===== src/rtl/i2f_round.sv =====
module i2f_round (
  input  logic        clk,
  input  logic        rst_n,
  input  logic        src_valid,
  input  logic [31:0] src_int,
  input  logic [1:0]  rnd_mode,
  output logic        res_valid,
  output logic [31:0] res_bits,
  output logic        res_inexact
);

  logic        sgn;
  logic [31:0] mag;
  logic [4:0]  top;
  logic [31:0] norm;
  logic        guard, sticky, lost, bump, carry, nz;
  logic [22:0] frac;
  logic [7:0]  expo;
  logic [31:0] packed_f;

  assign sgn = src_int[31];
  assign mag = sgn ? (~src_int + 32'd1) : src_int;

  always_comb begin
    top = 5'd0;
    for (int i = 0; i < 32; i++)
      if (mag[i]) top = i[4:0];
  end

  assign norm   = mag << (5'd31 - top);
  assign nz     = norm[31];
  assign guard  = norm[7];
  assign sticky = |norm[6:0];
  assign lost   = guard | sticky;

  always_comb begin
    case (rnd_mode)
      2'b00:   bump = guard & (sticky | norm[8]);
      2'b01:   bump = sgn & lost;
      2'b10:   bump = ~sgn & lost;
      default: bump = 1'b0;
    endcase
  end

  assign carry    = bump & (&norm[30:8]);
  assign frac     = norm[30:8] + {22'd0, bump};
  assign expo     = {3'd0, top} + 8'd127 + {7'd0, carry};
  assign packed_f = nz ? {sgn, expo, frac} : 32'd0;

  always_ff @(posedge clk or negedge rst_n) begin
    if (!rst_n) begin
      res_valid   <= 1'b0;
      res_bits    <= 32'd0;
      res_inexact <= 1'b0;
    end else begin
      res_valid <= src_valid;
      if (src_valid) begin
        res_bits    <= packed_f;
        res_inexact <= lost;
      end
    end
  end

endmodule


===== config.mk =====
export PLATFORM = sky130hd
export DESIGN_NAME = i2f_round
export DESIGN_NICKNAME = d
export VERILOG_FILES = /design/src/rtl/i2f_round.sv
export SDC_FILE = /design/constraint.sdc
export NUM_CORES = 1
export LEC_CHECK = 0
export BUFFER_PORTS_ARGS = -buffer_cell sky130_fd_sc_hd__buf_2
export CORE_ASPECT_RATIO = 1.75
export CORE_MARGIN = 4
export CORE_UTILIZATION = 25
export CTS_BUF_LIST = sky130_fd_sc_hd__clkbuf_16
export DETAILED_ROUTE_END_ITERATION = 6
export GPL_TIMING_DRIVEN = 0
export SYNTH_ARGS = -nofsm -noshare
export SYNTH_HDL_FRONTEND = slang
export SYNTH_SLANG_ARGS = --single-unit

===== constraint.sdc =====
create_clock -name clk -period 1.1 [get_ports clk]
set_input_delay 0.055 -clock clk [delete_from_list [all_inputs] [get_ports clk]]
set_output_delay 0.055 -clock clk [all_outputs]
set_load 0.02 [all_outputs]

# After elaboration in Yosys (flattened, before gate mapping)
# Index checks and enable logic that the tools add are counted.
[word_totals] elab_cells=56 regBits=34 input_bits=37 output_inout_bits=34
[classes] eq_ne=2 n_addsub=5 n_shift=1 n_reduce_logical=3 mux=34 bitwise=8
[op_table] cell="$mux W5" n=29
[op_table] cell="$mux W32" n=2
[op_table] cell="$add A32 B1 Y32 const B" n=1
[op_table] cell="$not A32 Y32" n=1
[op_table] cell="$shl A32 B5 Y32" n=1
[op_table] cell="$add A23 B1 Y23" n=1
[op_table] cell="$reduce_and A23 Y1" n=1
[op_table] cell="$add A5 B7 Y8 const B" n=1
[op_table] cell="$add A8 B1 Y8" n=1
[op_table] cell="$reduce_or A7 Y1" n=1
[op_table] cell="$sub A5 B5 Y5 const A" n=1
[op_table] cell="$and A1 B1 Y1" n=4
[op_table] cell="$pmux W1 S3" n=1
[op_table] cell="$eq A2 B1 Y1 const B" n=1
[op_table] cell="$eq A2 B2 Y1 const B" n=1
[op_table] cell="$logic_not A2 Y1" n=1
[op_table] cell="$mux W2" n=1
[op_table] cell="$or A1 B1 Y1" n=2
[op_table] cell="$mux W1" n=1
[op_table] cell="$not A1 Y1" n=1

# Logic depth before layout (Yosys ltp)
# Gate-level depths: netlist of run 1.
[logic_depth] depth_word=43 ltp_mapped=25 depth_no_buf=23

# Least setup slack after synthesis of run 1
# Ideal clock, no wire load.
[synth_path] kind="input to register" from="input src_int[21]" to="register res_bits[22]" setup_slack_ns=-4.794 arrival_time_ns=5.804 cell_stages=23 t_required_ns=1.010 n_path_buf=5 cell_sequence="clkbuf_1 > or3_1 > or4_1 > buf_2 > o41ai_2 > a211oi_2 > a21oi_2 > o311ai_1 > nand2_1 > buf_2 > clkbuf_1 > clkbuf_1 > mux2i_1 > nor2_1 > a31oi_1 > a21bo_2 > a221oi_1 > ha_1 > ha_1 > nand3_1 > or4b_1 > or4_1 > o221ai_1"
[synth_between] elab_chain_cells=22
[synth_lines] item="from (decl)" line="5" rtl="input logic [31:0] src_int,"
[synth_lines] item="$not A32 Y32" line="22" rtl="assign mag = sgn ? (~src_int + 32'd1) : src_int;"
[synth_lines] item="$add A32 B1 Y32" line="22"
[synth_lines] item="$mux W32 *" line="22"
[synth_lines] item="$mux W5 (11 in series)" line="27" rtl="if (mag[i]) top = i[4:0];"
[synth_lines] item="$sub A5 B5 Y5" line="30" rtl="assign norm = mag << (5'd31 - top);"
[synth_lines] item="$shl A32 B5 Y32 *" line="30"
[synth_lines] item="$reduce_or A7 Y1" line="33" rtl="assign sticky = |norm[6:0];"
[synth_lines] item="$or A1 B1 Y1, on equally long branches" line="34, 38"
[synth_lines] item="$and A1 B1 Y1, on equally long branches" line="40, 38, 39"
[synth_lines] item="$pmux W1 S3" line="37" rtl="case (rnd_mode)"
[synth_lines] item="$add A23 B1 Y23" line="46" rtl="assign frac = norm[30:8] + {22'd0, bump};"
[synth_lines] item="$mux W32 *" line="48" rtl="assign packed_f = nz ? {sgn, expo, frac} : 32'd0;"
[synth_lines] item="to (signal assigned)" line="58" rtl="res_bits <= packed_f;"
[synth_lines] item="to (decl)" line="8" rtl="output logic [31:0] res_bits,"
# Every way passes the cells marked *; elsewhere a longest branch is shown, timed or not.
# A chain may end at the register's enable or synchronous reset.

# Final worst setup path of run 1
[layout_path] from="input src_int[12]" to="register res_bits[21]"
[layout_between] elab_chain_cells=31
[layout_lines] item="$not A32 Y32" line="22"
[layout_lines] item="$add A32 B1 Y32" line="22"
[layout_lines] item="$mux W32 *" line="22"
[layout_lines] item="$mux W5 (20 in series)" line="27"
[layout_lines] item="$sub A5 B5 Y5" line="30"
[layout_lines] item="$shl A32 B5 Y32 *" line="30"
[layout_lines] item="$reduce_or A7 Y1" line="33"
[layout_lines] item="$or A1 B1 Y1, on equally long branches" line="34, 38"
[layout_lines] item="$and A1 B1 Y1, on equally long branches" line="40, 38, 39"
[layout_lines] item="$pmux W1 S3" line="37"
[layout_lines] item="$add A23 B1 Y23" line="46"
[layout_lines] item="$mux W32 *" line="48"
# Marks and branches as above.

==> summary.md, run 1 <==
| Metric | Value |
|---|---|
| Status | finished, violations left |
| Failing checks | negative setup slack |
| Initial Util | 25.3% |
| Mux cell area share after synthesis | 7.34% |
| CP Max Fanout | 5 |
| Number of global-route vias before repair | 8497 |
| Post-synthesis xor/xnor area fraction | 7.19% |
| Minimum clock period | 5560 ps |
| Vias per inst | 6.28 |
| Layout cells sized above 1 | 46.7% |
| Hold Fails Final Rpt | 0 |
| # diodes | 0 |
| Syn Nets | 915 |
| Mean Syn Cell Area | 7.38 sq um |
| Startpoint types | input pin |
| ANT nets after route | 0 |
| DP Area | 7460 sq um |
| Pin count of the biggest net entering global routing | 35 |
| Power Dens Cells | 979 nW/um^2 |
| Worst EP arrival | 5760 ps |
| Largest family of logic cells by synthesized area | compound AO/OA/AOI/OAI gates |
| Worst path required time | 1300 ps |
| First-pass GRT wire length | 49900 um |
| Via count | 8747 |
| Worst Tran Pin Value | 806 ps |
| H-tree levels | 2 |
| Synth warn | 0 |
| Routed wire length | 34500 um |
| Fmax | 180 MHz |
| Unrepaired setup endpoints after global routing | true |
| I/O Buffers | 58 |
| FF+latch count, synth | 34 |
| Die width | 129 um |
| Nets@finish | 1120 |
| Rel. slew slack | 45.9% |
| FF-to-FF path depth | 2 |
| Worst r2r src | res_bits[18]$_DFFE_PN0P_ |
| Total Neg Setup Slack | -136610 ps |
| Syn Inst Count | 870 |
| Initial antenna violation count | 0 |
| Die Outline Area | 28400 sq um |
| Clk root buf | clkbuf_16 |
| Pre-antenna DRT Iters | 5 |
| Commonest non-fill, non-tap cell in the layout | buf_4 |
| CP endpoint kind | flop |
| Number of synthesized flops with an enable pin | 0 |
| Critical path class | in -> reg |
| Reg2reg setup slack | 140 ps |
| Synth Area in Simple Gates | 28.2% |
| Synth Area in Compound Gates | 36.7% |
| Maximum buffer depth of the clock tree | 2 |
| Final period utilization | 505% |
| Area growth from synthesis to layout | 61.4% |
| Final core utilization | 40.9% |
| Inserted Clock Buffers | 5 |
| I/O pin count | 71 |
| Worst min path class | in -> reg |
| CTS tree | built |
| Clk_lat worst skew | 290 ps |
| R2r endpoint | res_bits[18]$_DFFE_PN0P_ |
| Post-DR wirelength/cell | 24.8 um |
| Post-synthesis sequential area ratio | 13.2% |
| Die H | 220 um |
| CTS sink cnt | 34 |
| Max-cap violations | 0 |
| Total global routing overflow | 0 |
| Post-Syn Area | 6420 sq um |
| Fraction of the mapped netlist area in adder cells | 1.56% |
| Slew Limit Fails | 0 |
| HPWL Detailed | 25100 um |
| DRC viols | 0 |
| VDD IR-drop max | 619 uV |
| Final Cell Area | 10400 sq um |
| Clock transition at path regs | 50 ps |
| GPL Wtd Cong | 1.04 |
| Ys async rst share | 100% |
| Yosys cell types | 102 |
| Min-Delay Endpoint | res_bits[15]$_DFFE_PN0P_ |
| Worst Skew | 0 ps |
| Hold path start | src_valid |
| Total Routing Usage GR | 22.7% |
| Std cell rows | 77 |
| Most frequent cells in the layout | 127 x buf_4, 72 x nand2_1, 62 x nor2_1, 61 x buf_2, 37 x a21oi_1 |
| Setup WS post-layout | -4460 ps |
| Hold depth | 3 |
| Commonest register cell after synthesis | dfrtp_1 |
| Setup violators final | 33 |
| Core box area | 25300 sq um |
| DR iter-0 viols | 719 |
| Cell leakage power | 0.00388 uW |
## cells in the mapped netlist, drive strengths merged, types with 13 or more instances
master   n  share of area, %
inv     21               1.2
dfrtp   34                13
nand3   25               2.1
a211oi  13               1.7
nand4   16               1.6
nor4    16               1.9
a21oi   55               4.6
mux2    14               2.5
a221oi  13               2.0
o21ai   46               3.6
or3     17               1.7
xnor2   28               3.8
o31ai   17               2.0
nor2    75               4.6
buf     24               2.3
clkbuf  39               2.3
nor3    35               3.3
nand2   78               4.6
o22ai   13               1.4
xor2    23               3.4
mux2i   31               4.9
or4     14               1.7
## flip-flops by register name, indices dropped and copies added, names as in the netlist
signal and cells:
res_valid 1, res_bits 32, res_inexact 1
## worst max path at each step
stage / slack (ps) / endpoint / start / cells past startpoint
floorplan: -4260 / res_bits[22]$_DFFE_PN0P_ / src_int[13] / 21
global placement: -6150 / res_bits[21]$_DFFE_PN0P_ / src_int[31] / 22
detailed placement: -6170 / res_bits[21]$_DFFE_PN0P_ / src_int[31] / 22
CTS: -4490 / res_bits[15]$_DFFE_PN0P_ / src_int[12] / 26
global route: -4600 / res_bits[26]$_DFFE_PN0P_ / src_int[12] / 22
finish: -4460 / res_bits[21]$_DFFE_PN0P_ / src_int[12] / 26
## layout make-up
type | instances | area (sq um)
Clock inverter | 3 | 12.5
Inverter | 21 | 83.8
Buffer | 59 | 440
Sequential cell | 34 | 851
Multi-Input combinational cell | 752 | 6880
Clock buffer | 5 | 125
Fill cell | 2481 | 15000
Tap cell | 316 | 395
Timing Repair Buffer | 202 | 1580
## logic make-up after synthesis
logic type,Yosys count
DFF,34
AOI/OAI and AO/OA,312
and+or+nand+nor,336
adders and majority gates,8
muxes,45
xor gates and xnor gates,51
buffers and inverters,84
## power by group
part	internal, uW	total (uW)	switching [uW]	leakage (uW)
sequential	1490	1620	128	0.000400
clock	817	1340	520	0.0000724
combinational	3000	7190	4190	0.00341
total	5310	10100	4840	0.00388
## worst max-delay path, stage by stage
cell and delay [ps]:
buf_12 100, or4_4 550, or4_4 480, buf_8 170, or4_4 570, nor3_4 140, a21oi_2 50, o21ai_2 270
a21oi_4 130, nor3_4 380, mux2i_4 400, mux2i_1 140, buf_4 160, buf_4 130, buf_4 120, buf_4 120
buf_4 120, buf_4 120, buf_4 120, buf_4 120, buf_4 120, a21oi_2 170, nor2_2 110, or3_4 370
or4_4 420, o221ai_2 130
## metal layers
layer	wire (um)	track usage, %	part of all wire [%]	up-vias
met5	0	0	0	-
met2	17400	41.3	50	575
met1	11000	21.9	32	4091
met3	2050	2.50	5.9	260
li1	-	-	-	3821
met4	4110	20.5	12	0
## what timing repair did
action | CTS | global route
hold buffers | 2 | 0
gates cloned | 2 | 1
endpoints found under the hold margin | 35 | 0
endpoints found under the setup margin | 33 | 33
buffers inserted | 79 | 61
pin swaps | 62 | 67
gates resized for setup | 177 | 165
## through the flow
stage	power (uW)	std cells	hold WS (ps)	setup WS [ps]
2_1_floorplan	5040	870	-241	-4260
3_3_place_gp	6560	1244	162	-6150
3_5_place_dp	6570	1244	186	-6170
4_1_cts	9210	1332	144	-4490
5_1_grt	10600	1392	183	-4600
6_report	10100	1392	157	-4460
(Power assumes the default switching activity.)
==> run 2, diff against run 1 <==
--- a/config.mk
+++ b/config.mk
@@ -6,7 +6,6 @@
 export NUM_CORES = 1
 export LEC_CHECK = 0
 export BUFFER_PORTS_ARGS = -buffer_cell sky130_fd_sc_hd__buf_2
-export CORE_ASPECT_RATIO = 1.75
 export CORE_MARGIN = 4
 export CORE_UTILIZATION = 25
 export CTS_BUF_LIST = sky130_fd_sc_hd__clkbuf_16
==> run 2 against run 1 <==
  * The run ends with design-rule violations, negative setup slack left
  * Setup slack got worse by 120 ps
  * Power fell by 2.2%
  * Hold slack worse by 7.6 ps
  * Largest cell class unchanged
  * Via count decreased by 0.74%
  * Maximum frequency is 2.2% lower
  * Critical path type unchanged
  * First-iteration DRC count increased by 56%
  * Sequential cell count unchanged
  * Non-clock buffer count decreased by 2
  * Cell count rose by 0.86%
  * Clock skew did not move
  * Die area is 0.36% lower
==> summary.md, run 2 (synthesized netlist as in run 1, its figures left out) <==
| Metric | Value |
|---|---|
| Startpoint types | input pin |
| Pin count of the biggest net entering global routing | 35 |
| Layout cells sized above 1 | 44.5% |
| Hold Fails Final Rpt | 0 |
| FF-to-FF path depth | 2 |
| ANT nets after route | 0 |
| Fill count | 2476 |
| I/O Buffers | 58 |
| Via count | 8682 |
| Pre-antenna DRT Iters | 7 |
| GPL Wtd Cong | 1.01 |
| Hold path start | src_valid |
| Worst path required time | 1260 ps |
| CP endpoint kind | flop |
| Hold depth | 3 |
| Crit path largest cell delay | 540 ps |
| Final period utilization | 517% |
| Failing checks | design-rule violations, negative setup slack |
| Setup WS post-layout | -4580 ps |
| Initial Util | 25.4% |
| DR iter-0 viols | 1125 |
| Die width | 168 um |
| I/O pin count | 71 |
| Max reg flops | 32 |
| Layout Cells excl Fill | 1404 |
| Nets@finish | 1118 |
| VDD IR-drop max | 676 uV |
| Min-Delay Endpoint | res_bits[15]$_DFFE_PN0P_ |
| Setup violators final | 33 |
| Initial antenna violation count | 0 |
| Worst Tran Pin Value | 921 ps |
| Clk_lat worst skew | 280 ps |
| Inserted Clock Buffers | 5 |
| Vias per inst | 6.18 |
| # diodes | 0 |
| H-tree levels | 2 |
| Unrepaired setup endpoints after global routing | true |
| DRC viols | 10 |
| Maximum buffer depth of the clock tree | 2 |
| Routed wire length | 30400 um |
| Core box area | 25300 sq um |
| Critical path class | in -> reg |
| Final Cell Area | 10100 sq um |
| Power Dens Cells | 978 nW/um^2 |
| Clk root buf | clkbuf_16 |
| Number of global-route vias before repair | 8354 |
| Total Routing Usage GR | 19.8% |
| Most frequent cells in the layout | 119 x buf_4, 71 x nand2_1, 66 x nor2_1, 59 x buf_2, 41 x a21oi_1 |
| Fmax | 176 MHz |
| Cell leakage power | 0.00380 uW |
| Slowest CP cell | or4_4 |
| First-pass GRT wire length | 46300 um |
| Rel. slew slack | 37.0% |
| Reg2reg setup slack | 110 ps |
| Post-DR wirelength/cell | 21.6 um |
| Slew Limit Fails | 0 |
| Worst EP arrival | 5850 ps |
| Reg with most FFs | res_bits |
| DP Area | 7480 sq um |
| Clock transition at path regs | 50 ps |
| Placed Cells incl. Taps | 1258 |
| R2r endpoint | res_bits[18]$_DFFE_PN0P_ |
| Die Outline Area | 28300 sq um |
| Status | finished, violations left |
| CTS tree | built |
| Minimum clock period | 5680 ps |
| Std cell rows | 58 |
| HPWL Detailed | 21300 um |
| Worst Skew | 0 ps |
| Commonest non-fill, non-tap cell in the layout | buf_4 |
| Total global routing overflow | 0 |
| CP Max Fanout | 5 |
| Largest registers | res_bits x32, res_inexact x1, res_valid x1 |
| Total Neg Setup Slack | -140340 ps |
| Power, Total | 9920 uW |
| Worst min path class | in -> reg |
| Die H | 168 um |
| Worst r2r src | res_bits[18]$_DFFE_PN0P_ |
| CTS sink cnt | 34 |
| Area growth from synthesis to layout | 58.0% |
| Max-cap violations | 0 |
run 2: changes by cell type in the layout (fill, tap and decap cells not counted), sizes merged:
cell and change:
clkbuf +8, clkinv +1, clkdlybuf4s15 +1, inv -2, clkinvlp +1, bufbuf -1
buf -10
run 2: critical path: cells and delay by family:
kind / cells / cell delay (ps)
adder cells (fa/ha/maj): 1 / 220
AO/OA/AOI/OAI: 8 / 1840
buffers and inverters: 9 / 1360
AND/OR/NAND/NOR: 6 / 2150
XOR/XNOR: 1 / 230
run 2: through the flow:
stage	utilization (%)	setup WS, ps	hold WS (ps)
after floorplan	-	-4260	-241
final	40.2	-4580	149
after global placement	29.6	-5920	157
after detailed placement	29.6	-5970	163
after CTS	37.7	-4470	156
after global routing	40.2	-4730	168
run 2: report_power, final:
group          internal (uW)  switching (uW)  leakage, uW
sequential              1490             143     0.000400
clock                    825             520    0.0000672
combinational           2900            4050      0.00334
total                   5210            4710      0.00380
run 2: how the worst max path moves through the flow:
| stage | endpoint | start | slack (ps) | cells after the start |
|---|---|---|---|---|
| CTS | res_bits[22]$_DFFE_PN0P_ | src_int[12] | -4470 | 23 |
| detailed placement | res_bits[22]$_DFFE_PN0P_ | src_int[0] | -5970 | 24 |
| finish | res_bits[15]$_DFFE_PN0P_ | src_int[14] | -4580 | 25 |
| global placement | res_bits[21]$_DFFE_PN0P_ | src_int[0] | -5920 | 23 |
| global route | res_bits[15]$_DFFE_PN0P_ | src_int[14] | -4730 | 25 |
| floorplan | res_bits[22]$_DFFE_PN0P_ | src_int[13] | -4260 | 21 |
run 2: what timing repair did:
action	4_1_cts	5_1_grt
resized for setup	212	88
hold buffers	2	0
pin swaps	76	57
setup endpoints to repair	33	33
gates cloned	2	0
buffers inserted	107	44
hold endpoints to repair	35	0
run 2: area by class of cell:
class,instances,area [sq um],share of cell area (%)
inverter,21,83.8,0.826
timing repair buffer,199,1520,15.0
buffer,60,440,4.34
clock buffer,5,125,1.23
tap,330,413,4.07
sequential,34,851,8.39
multi-input combinational,752,6700,66.0
clock inverter,3,16.3,0.160
run 2: routing by layer:
metal  GRT usage (%)  vias up  wire [um]
met5               0        -          0
met4            7.52        0       1470
met3            4.44      137       2770
met2            33.2      542      14300
met1            25.0     4177      11900
li1                -     3826          -
==> run 3, diff against run 2 <==
--- a/config.mk
+++ b/config.mk
@@ -6,7 +6,7 @@
 export NUM_CORES = 1
 export LEC_CHECK = 0
 export BUFFER_PORTS_ARGS = -buffer_cell sky130_fd_sc_hd__buf_2
-export CORE_MARGIN = 4
+export CORE_MARGIN = 8
 export CORE_UTILIZATION = 25
 export CTS_BUF_LIST = sky130_fd_sc_hd__clkbuf_16
 export DETAILED_ROUTE_END_ITERATION = 6
==> run 3 against run 2 <==
  * The flow still finishes with violations (design-rule violations, negative setup slack)
  * Sequential power hardly changed
  * Clock-buffer cell count stayed put
  * Clock power is 38% higher
  * Core utilization is 0.15 points higher
  * Setup slack better by 70 ps
  * Via count is 0.21% lower
  * Cell count is 0.64% lower
  * Hold slack worse by 3.0 ps
  * First-iteration DRC count is 5.3% lower
  * Die area is 9.7% higher
  * Sequential cell count stayed put
  * Register-to-register slack better by 40 ps
  * Critical endpoint is now res_bits[25]$_DFFE_PN0P_
  * Largest cell class unchanged
==> summary.md, run 3 (synthesized netlist as in run 1, its figures left out) <==
| Metric | Value |
|---|---|
| Status | finished, violations left |
| Failing checks | design-rule violations, negative setup slack |
| Unrepaired setup endpoints after global routing | true |
| CTS sink cnt | 34 |
| CP endpoint kind | flop |
| Die width | 176 um |
| Area growth from synthesis to layout | 58.1% |
| Switching fraction of total power | 45.5% |
| Core box area | 25200 sq um |
| Via count | 8664 |
| CP Max Fanout | 6 |
| I/O Buffers | 58 |
| Maximum buffer depth of the clock tree | 2 |
| Area of the multi-input gates | 6720 sq um |
| H-tree levels | 2 |
| Setup violators final | 33 |
| Slew Limit Fails | 0 |
| FF-to-FF path depth | 2 |
| Internal | 5670 uW |
| Register Area | 851 sq um |
| Layout cells sized above 1 | 44.8% |
| Worst Skew | 0 ps |
| Post-DR wirelength/cell | 22.1 um |
| Clk_lat worst skew | 280 ps |
| Die Outline Area | 31100 sq um |
| Clk root buf | clkbuf_16 |
| DRC viols | 1 |
| Max-cap violations | 0 |
| Rel. slew slack | 39.8% |
| Pin count of the biggest net entering global routing | 35 |
| Power Dens Cells | 1020 nW/um^2 |
| Commonest non-fill, non-tap cell in the layout | buf_4 |
| Clock network power share | 17.8% |
| Hold Fails Final Rpt | 0 |
| DP Area | 7480 sq um |
| I/O pin count | 71 |
| Startpoint types | input pin |
| Setup WS post-layout | -4510 ps |
| Worst min path class | in -> reg |
| GPL Wtd Cong | 0.960 |
| P_sw | 4720 uW |
| DR iter-0 viols | 1065 |
| Cell leakage power | 0.00380 uW |
| # diodes | 0 |
| Number of global-route vias before repair | 8388 |
| Fill count | 2403 |
| Initial Util | 25.5% |
| VDD IR-drop max | 699 uV |
| CTS tree | built |
| Critical path class | in -> reg |
| Routed wire length | 30800 um |
| Final Cell Area | 10200 sq um |
| Minimum clock period | 5610 ps |
| Hold depth | 3 |
| Worst EP arrival | 5780 ps |
| Reg with most FFs | res_bits |
| Power share of the sequential group | 15.6% |
| Total Routing Usage GR | 18.6% |
| Clock transition at path regs | 50 ps |
| Worst path required time | 1270 ps |
| Most frequent cells in the layout | 114 x buf_4, 69 x nand2_1, 66 x nor2_1, 57 x buf_2, 39 x a21oi_1 |
| HPWL Detailed | 21800 um |
| Final period utilization | 510% |
| Fmax | 178 MHz |
| Max reg flops | 32 |
| Worst Tran Pin Value | 899 ps |
| Pre-CTS WS | -5980 ps |
| Total global routing overflow | 0 |
| Die H | 176 um |
| Nets@finish | 1109 |
| ANT nets after route | 0 |
| Pre-antenna DRT Iters | 7 |
| Initial antenna violation count | 1 |
| Vias per inst | 6.21 |
| First-pass GRT wire length | 47100 um |
| Std cell rows | 58 |
| Inserted Clock Buffers | 5 |
| Largest registers | res_bits x32, res_inexact x1, res_valid x1 |
| Comb power frac | 66.6% |
[run 3: cell types whose count changed in the layout (fill, tap and decap cells not counted), sizes merged]
| cell | delta |
|---|---|
| clkbuf | -4 |
| clkinvlp | -1 |
| clkinv | -2 |
| bufinv | +2 |
| buf | -5 |
| inv | +1 |
[run 3: per-stage QoR]
step | TNS, ps | util [%] | power, uW | hold WS [ps] | instances
global placement | -179950 | 29.7 | 6510 | 163 | 1258
detailed placement | -178960 | 29.7 | 6510 | 169 | 1258
CTS | -133950 | 37.8 | 9770 | 155 | 1360
global route | -143900 | 40.3 | 10800 | 183 | 1395
floorplan | -123990 | - | 5040 | -241 | 870
finish | -137630 | 40.3 | 10400 | 146 | 1395
[run 3: path summary, 6_finish.rpt]
path,start,end,slack [ps]
hold reg to reg,res_bits[25]$_DFFE_PN0P_,res_bits[25]$_DFFE_PN0P_,480
setup / recovery,src_int[12],res_bits[25]$_DFFE_PN0P_,-4510
hold / removal,src_valid,res_bits[15]$_DFFE_PN0P_,150
setup reg to reg,res_bits[18]$_DFFE_PN0P_,res_bits[18]$_DFFE_PN0P_,150
min in group asynchronous,rst_n,res_bits[29]$_DFFE_PN0P_,390
max in group asynchronous,rst_n,res_bits[9]$_DFFE_PN0P_,210
[run 3: cell type report]
class                   instances  share of cell area [%]
clock inverters                 3                   0.678
well taps                     330                    4.07
flip-flops and latches         34                    8.38
clock buffers                   5                    1.23
repair buffers                191                    14.1
plain buffers                  59                    4.60
multi-input cells             752                    66.1
inverters                      21                   0.826
[run 3: power groups by stage]
stage | Sequential, uW | Combinational, uW | Clock [uW]
CTS | 1620 | 6280 | 1870
global route | 1650 | 7270 | 1920
floorplan | 1920 | 3110 | 0
finish | 1620 | 6920 | 1850
detailed placement | 1640 | 4860 | 0
global placement | 1640 | 4870 | 0
[run 3: what timing repair did]
action                                 in CTS  in global routing
pin swaps                                  68                 62
hold buffers                                2                  0
endpoints found under the hold margin      35                  0
setup endpoints to repair                  33                 33
gates cloned                                2                  0
setup buffers                              95                 37
resized for setup                         213                 97
[run 3: critical path, stage by stage]
cell       delay (ps)
buf_8             100
or4_4             550
or4_4             540
or3_4             390
nor4b_4           150
a211oi_2          270
buf_4             180
nor3_4             40
o21a_2            150
nor3_4            430
buf_6             180
buf_6             130
buf_6             130
mux2i_1           300
o2bb2ai_1         130
a211oi_2          350
or4b_4            520
nor3_2            180
nand4_1           250
ha_4              280
buf_6             120
and3_4            140
o21ai_2           120
o2bb2ai_1          70
[run 3: layer usage]
layer / track usage (%) / up-vias / wire [um]
met4: 8.09 / 2 / 1430
met5: 0 / - / 12
met2: 31.2 / 556 / 14800
li1: - / 3815 / -
met1: 23.3 / 4155 / 11800
met3: 2.97 / 136 / 2840
